===== config.mk =====
export PLATFORM = sky130hd
export DESIGN_NAME = sic_pattern_gen
export DESIGN_NICKNAME = d
export VERILOG_FILES = /design/src/rtl/sic_pkg.sv /design/src/rtl/sic_run_counter.sv /design/src/rtl/sic_seed_lfsr.sv /design/src/rtl/sic_gray_xor.sv /design/src/rtl/sic_pattern_gen.sv
export SDC_FILE = /design/constraint.sdc
export NUM_CORES = 1
export LEC_CHECK = 0
export ABC_AREA = 1
export BUFFER_PORTS_ARGS = -buffer_cell sky130_fd_sc_hd__buf_2
export CORE_UTILIZATION = 59
export CTS_BUF_LIST = sky130_fd_sc_hd__clkbuf_16
export DETAILED_ROUTE_END_ITERATION = 6
export PLACE_DENSITY = 0.85
export SYNTH_ARGS = -nofsm -noshare
export SYNTH_HDL_FRONTEND = slang
export SYNTH_SLANG_ARGS = --single-unit

===== constraint.sdc =====
create_clock -name clk -period 2.98 [get_ports clk]
set_input_delay 0.149 -clock clk [delete_from_list [all_inputs] [get_ports clk]]
set_output_delay 0.149 -clock clk [all_outputs]
set_load 0.005 [all_outputs]

===== src/rtl/sic_pkg.sv =====
package sic_pkg;
  localparam int unsigned VEC_W_DEF   = 8;
  localparam int unsigned RUN_LOG_DEF = 8;
  // feedback mask: bits 7,5,4,3 -> x^8+x^6+x^5+x^4+1
  localparam logic [7:0]  TAPS_DEF    = 8'hB8;
  localparam logic [7:0]  SEED_DEF    = 8'h5A;
endpackage


===== src/rtl/sic_run_counter.sv =====
module sic_run_counter #(
  parameter int unsigned W = 8,
  parameter int unsigned M = 8
) (
  input  logic         clk,
  input  logic         rst_n,
  input  logic         clr_i,
  input  logic         en_i,
  output logic [W-1:0] cnt_o,
  output logic         wrap_o
);
  localparam logic [M-1:0] LOW_ONES = {M{1'b1}};

  logic [W-1:0] cnt_q, cnt_d;

  always_comb begin
    cnt_d = cnt_q;
    if (clr_i)     cnt_d = '0;
    else if (en_i) cnt_d = cnt_q + 1'b1;
  end

  always_ff @(posedge clk or negedge rst_n) begin
    if (!rst_n) cnt_q <= '0;
    else        cnt_q <= cnt_d;
  end

  // next low M bits become zero on this enabled edge
  assign wrap_o = en_i && !clr_i && (cnt_q[M-1:0] == LOW_ONES);
  assign cnt_o  = cnt_q;


  cnt_step_chk: assert property (@(posedge clk) disable iff (!rst_n)
    (en_i && !clr_i) |=> (cnt_q == $past(cnt_q) + 1'b1));

  cnt_hold_chk: assert property (@(posedge clk) disable iff (!rst_n)
    (!en_i && !clr_i) |=> $stable(cnt_q));
endmodule


===== src/rtl/sic_seed_lfsr.sv =====
module sic_seed_lfsr #(
  parameter int unsigned W    = 8,
  parameter logic [W-1:0] TAPS = 8'hB8,
  parameter logic [W-1:0] INIT = 8'h5A
) (
  input  logic         clk,
  input  logic         rst_n,
  input  logic         load_i,
  input  logic [W-1:0] load_val_i,
  input  logic         step_i,
  output logic [W-1:0] seed_o
);
  localparam logic [W-1:0] ONE = {{(W-1){1'b0}}, 1'b1};

  logic [W-1:0] seed_q, seed_d, tapped;
  logic         fb;

  for (genvar i = 0; i < W; i++) begin : g_tap
    assign tapped[i] = TAPS[i] & seed_q[i];
  end
  assign fb = ^tapped;

  always_comb begin
    seed_d = seed_q;
    if (load_i)      seed_d = (load_val_i == '0) ? ONE : load_val_i;
    else if (step_i) seed_d = {seed_q[W-2:0], fb};
  end

  always_ff @(posedge clk or negedge rst_n) begin
    if (!rst_n) seed_q <= INIT;
    else        seed_q <= seed_d;
  end

  assign seed_o = seed_q;


  seed_nonzero_chk: assert property (@(posedge clk) disable iff (!rst_n)
    seed_q != '0);

  seed_hold_chk: assert property (@(posedge clk) disable iff (!rst_n)
    (!load_i && !step_i) |=> $stable(seed_q));

  zero_load_chk: assert property (@(posedge clk) disable iff (!rst_n)
    (load_i && load_val_i == '0) |=> (seed_q == ONE));
endmodule


===== src/rtl/sic_gray_xor.sv =====
module sic_gray_xor #(
  parameter int unsigned W = 8
) (
  input  logic [W-1:0] bin_i,
  input  logic [W-1:0] seed_i,
  output logic [W-1:0] vec_o
);
  logic [W-1:0] gray;

  for (genvar i = 0; i < W - 1; i++) begin : g_enc
    assign gray[i] = bin_i[i] ^ bin_i[i+1];
  end
  assign gray[W-1] = bin_i[W-1];

  for (genvar i = 0; i < W; i++) begin : g_mix
    assign vec_o[i] = gray[i] ^ seed_i[i];
  end
endmodule


===== src/rtl/sic_pattern_gen.sv =====
module sic_pattern_gen #(
  parameter int unsigned      VEC_W     = sic_pkg::VEC_W_DEF,
  parameter int unsigned      RUN_LOG   = sic_pkg::RUN_LOG_DEF,
  parameter logic [VEC_W-1:0] TAPS      = sic_pkg::TAPS_DEF,
  parameter logic [VEC_W-1:0] SEED_INIT = sic_pkg::SEED_DEF
) (
  input  logic             clk,
  input  logic             rst_n,
  input  logic             run_en,
  input  logic             seed_load,
  input  logic [VEC_W-1:0] seed_value,
  output logic [VEC_W-1:0] vec_out,
  output logic             vec_valid
);
  localparam logic [RUN_LOG-1:0] RUN_ZERO = '0;

  logic [VEC_W-1:0] cnt, seed, vec_d, vec_q;
  logic             wrap, adv, valid_q, valid_d;

  assign adv = run_en && !seed_load;

  sic_run_counter #(.W(VEC_W), .M(RUN_LOG)) u_cnt (
    .clk(clk), .rst_n(rst_n), .clr_i(seed_load), .en_i(run_en),
    .cnt_o(cnt), .wrap_o(wrap)
  );

  sic_seed_lfsr #(.W(VEC_W), .TAPS(TAPS), .INIT(SEED_INIT)) u_seed (
    .clk(clk), .rst_n(rst_n), .load_i(seed_load), .load_val_i(seed_value),
    .step_i(wrap), .seed_o(seed)
  );

  sic_gray_xor #(.W(VEC_W)) u_mix (
    .bin_i(cnt), .seed_i(seed), .vec_o(vec_d)
  );

  assign valid_d = adv;

  always_ff @(posedge clk or negedge rst_n) begin
    if (!rst_n) begin
      vec_q   <= '0;
      valid_q <= 1'b0;
    end else begin
      valid_q <= valid_d;
      if (adv) vec_q <= vec_d;
    end
  end

  assign vec_out   = vec_q;
  assign vec_valid = valid_q;


  valid_follow_chk: assert property (@(posedge clk) disable iff (!rst_n)
    adv |=> vec_valid);

  sic_onebit_chk: assert property (@(posedge clk) disable iff (!rst_n)
    (adv && valid_q && cnt[RUN_LOG-1:0] != RUN_ZERO)
      |=> ($countones(vec_q ^ $past(vec_q)) == 1));

  vec_hold_chk: assert property (@(posedge clk) disable iff (!rst_n)
    !adv |=> ($stable(vec_q) && !vec_valid));
endmodule


==> flow_summary_export.csv <==
group,metric,value,unit
outcome,status,"finished, final reports clean",
cells_and_area,antenna_cells,0,
timing,setup_ws,1.64,ns
logic_synthesis,seq_area_frac_synth,0.457,
route,wl,2.52,mm
timing,min_period,1.34,ns
global_routing,grt_first_pass_wirelength,4.45,mm
critical_path,crit_fanout,10,
clock_tree,h-tree-depth,1,
critical_path,worst_setup_path_end_kind,"flip-flop",
cells_and_area,post-route-util,0.709,
cells_and_area,synthToLayoutAreaGrowth,13.8,%
timing,skew,0.00138,ns
critical_path,crit_slowest_cell,"dfrtp_1",
place,gp_congestion,0.802,
power,power_density,521,nW/um^2
global_routing,grt-ovfl-total,0,
power,ir_worst_vdd,0.324,mV
route,drt_iter0_drc,32,
place,hpwl,1.93,mm
die,core,2210,um^2
route,viasPerCell,5.23,
cells_and_area,mostFrequentLayoutCells,"nand2_1 (36), dfrtp_1 (21), buf_2 (20)",
logic_synthesis,syn_area,1380,um^2
clock_tree,clkLatencyLatePin,0.25,ns
die,fp.dieArea,2530,um^2
timing,timing.setup.tns,0,ns
cells_and_area,nNetsFinal,196,
timing,timing.fmax,748,MHz
timing,min_period_over_period,0.448,
die,die_w,50.3,um
logic_synthesis,netlist_instances,154,
min_path,holdCritPathClass,"in2reg",
global_routing,grt.total_usage,0.238,
critical_path,critPathBufInv,0,
clock_tree,clkSinkCount,25,
cells_and_area,design_area,1570,um^2
place,placed_cell_area,1480,um^2
route,num_vias,1067,
timing,slew_violations,0,
logic_synthesis,yosysUniqueCellTypes,26,
cells_and_area,stdcell_count,204,
route,antenna_left,0,
timing,slew_headroom,0.645,
place,place_ws,1.67,ns
critical_path,critPathLaunchType,"flip-flop",
cells_and_area,drive_gt1_frac,0.233,
timing,grt_setup_unrepaired,"no",
global_routing,grt_max_degree,26,
power,p_leak,0.000783,uW
global_routing,grt_pass1_vias,1020,
clock_tree,cts_tree,"yes",
clock_tree,cts-root-buf,"clkbuf_16",
logic_synthesis,avgSynthCellArea,8.95,um^2
die,core.rowCount,17,
route,first_pass_iters,4,
critical_path,cp_data_required_time,3.12,ns
clock_tree,clk_pin_slew,0.06,ns
critical_path,worstPathArrival,1.48,ns
critical_path,slowest_delay,0.42,ns
place,io_buffers,20,
clock_tree,cts_made_buffers,3,
timing,tightest_slew,0.533,ns
route,wl_per_cell,12.3,um
logic_synthesis,ys_warn_count,0,
die,initial_core_util,0.623,
die,die_y,50.3,um
critical_path,crit_chain,"ha_1 > nand2_1 > nor2_4 > nand2_4 > nand2_8 > nor2_1 > nor3_2",
clock_tree,clockBufferDepth,2,
clock_tree,postCtsResizedCells,0,
die,io_pins,21,
logic_synthesis,syn_nets,173,
cells_and_area,final_common_cell,"nand2_1",
critical_path,critPathKind,"reg2reg",
place,post-place-cells,199,
timing,finalSetupViolCount,0,
global_routing,antenna_found_initial,0,
critical_path,cp_top_family,"simple AND/OR/NAND/NOR gates",
route,route.detailed.drc,0,
logic_synthesis,yosys_register_bits,25,
job,drv_cap,0,
timing,hold_viol_final,0,
[Yosys cell counts (all sizes together)]
cell / n / area [um^2]
buf: 3 / 33.8
o21a: 1 / 7.51
dfstp: 4 / 105
xnor2: 8 / 70.1
o211ai: 1 / 7.51
nor2: 21 / 110
o21ai: 18 / 97.6
ha: 7 / 87.6
mux2i: 1 / 10.0
nand3: 6 / 30.0
inv: 14 / 52.6
dfrtp: 21 / 526
o22ai: 1 / 6.26
nor3: 2 / 20.0
a22o: 1 / 8.76
a21oi: 6 / 33.8
nand2: 39 / 173
[metrics by stage]
stage / hold WS (ns) / total power, uW
2_1_floorplan: -0.147 / 488
3_3_place_gp: 0.159 / 530
3_5_place_dp: 0.161 / 537
4_1_cts: 0.139 / 822
5_1_grt: 0.148 / 861
6_report: 0.134 / 817
[repair_timing]
action,in CTS,in global routing
hold buffers,1,0
endpoints found under the hold margin,21,0
setup buffers,0,0
[flip-flops by register name (all words and copies together) (netlist names)]
signal         flops
vec_out            8
u_seed.seed_o      8
vec_valid          1
u_cnt.cnt_o        8
[layout make-up]
type / instances / area, um^2
inverter: 14 / 52.6
clock inverter: 1 / 3.75
tap: 28 / 35.0
timing repair buffer: 21 / 110
fill: 164 / 643
sequential: 25 / 631
clock buffer: 3 / 75.1
multi-input combinational: 112 / 662
[worst reg2reg max path, cell delays in order, from the launching register on]
cell and delay, ns:
dfrtp_1 0.42, ha_1 0.25, nand2_1 0.12, nor2_4 0.06, nand2_4 0.11, nand2_8 0.08
nor2_1 0.15, nor3_2 0.05
[per-layer routing]
layer	share of wire	track usage
met4	0.0095	0.0880
met2	0.48	0.384
met5	0	0
met3	0.043	0.0485
met1	0.47	0.317
[final timing paths]
| check | from | endpoint | slack, ns | depth (start not counted) |
|---|---|---|---|---|
| worst min-delay path | seed_value[1] | u_seed.seed_o[1] | 0.13 | 3 |
| min in group asynchronous | rst_n | u_cnt.cnt_o[2] | 0.41 | 2 |
| worst max register to register | u_cnt.cnt_o[0] | u_seed.seed_o[5] | 1.64 | 7 |
| worst min register to register | vec_out[6] | vec_out[6] | 0.48 | 2 |
| max in group asynchronous | rst_n | u_seed.seed_o[4] | 2.21 | 2 |
| worst max-delay path | u_cnt.cnt_o[0] | u_seed.seed_o[5] | 1.64 | 7 |
[logic make-up after synthesis]
| group | after synthesis | synth area share |
|---|---|---|
| AO/OA/AOI/OAI | 28 | 0.117 |
| adder cells (fa/ha/maj) | 7 | 0.0635 |
| buffers and inverters | 17 | 0.0626 |
| multiplexers | 1 | 0.00726 |
| XOR/XNOR | 8 | 0.0508 |
| flip-flops | 25 | 0.457 |
| AND/OR/NAND/NOR | 68 | 0.241 |
[power breakdown]
part | internal (uW) | leakage [uW] | switching (uW)
clock | 179 | 0.0000423 | 108
combinational | 57.5 | 0.000429 | 68.9
sequential | 377 | 0.000312 | 26.7
total | 614 | 0.000783 | 203
Note: power is estimated with default switching activity, not from simulation.
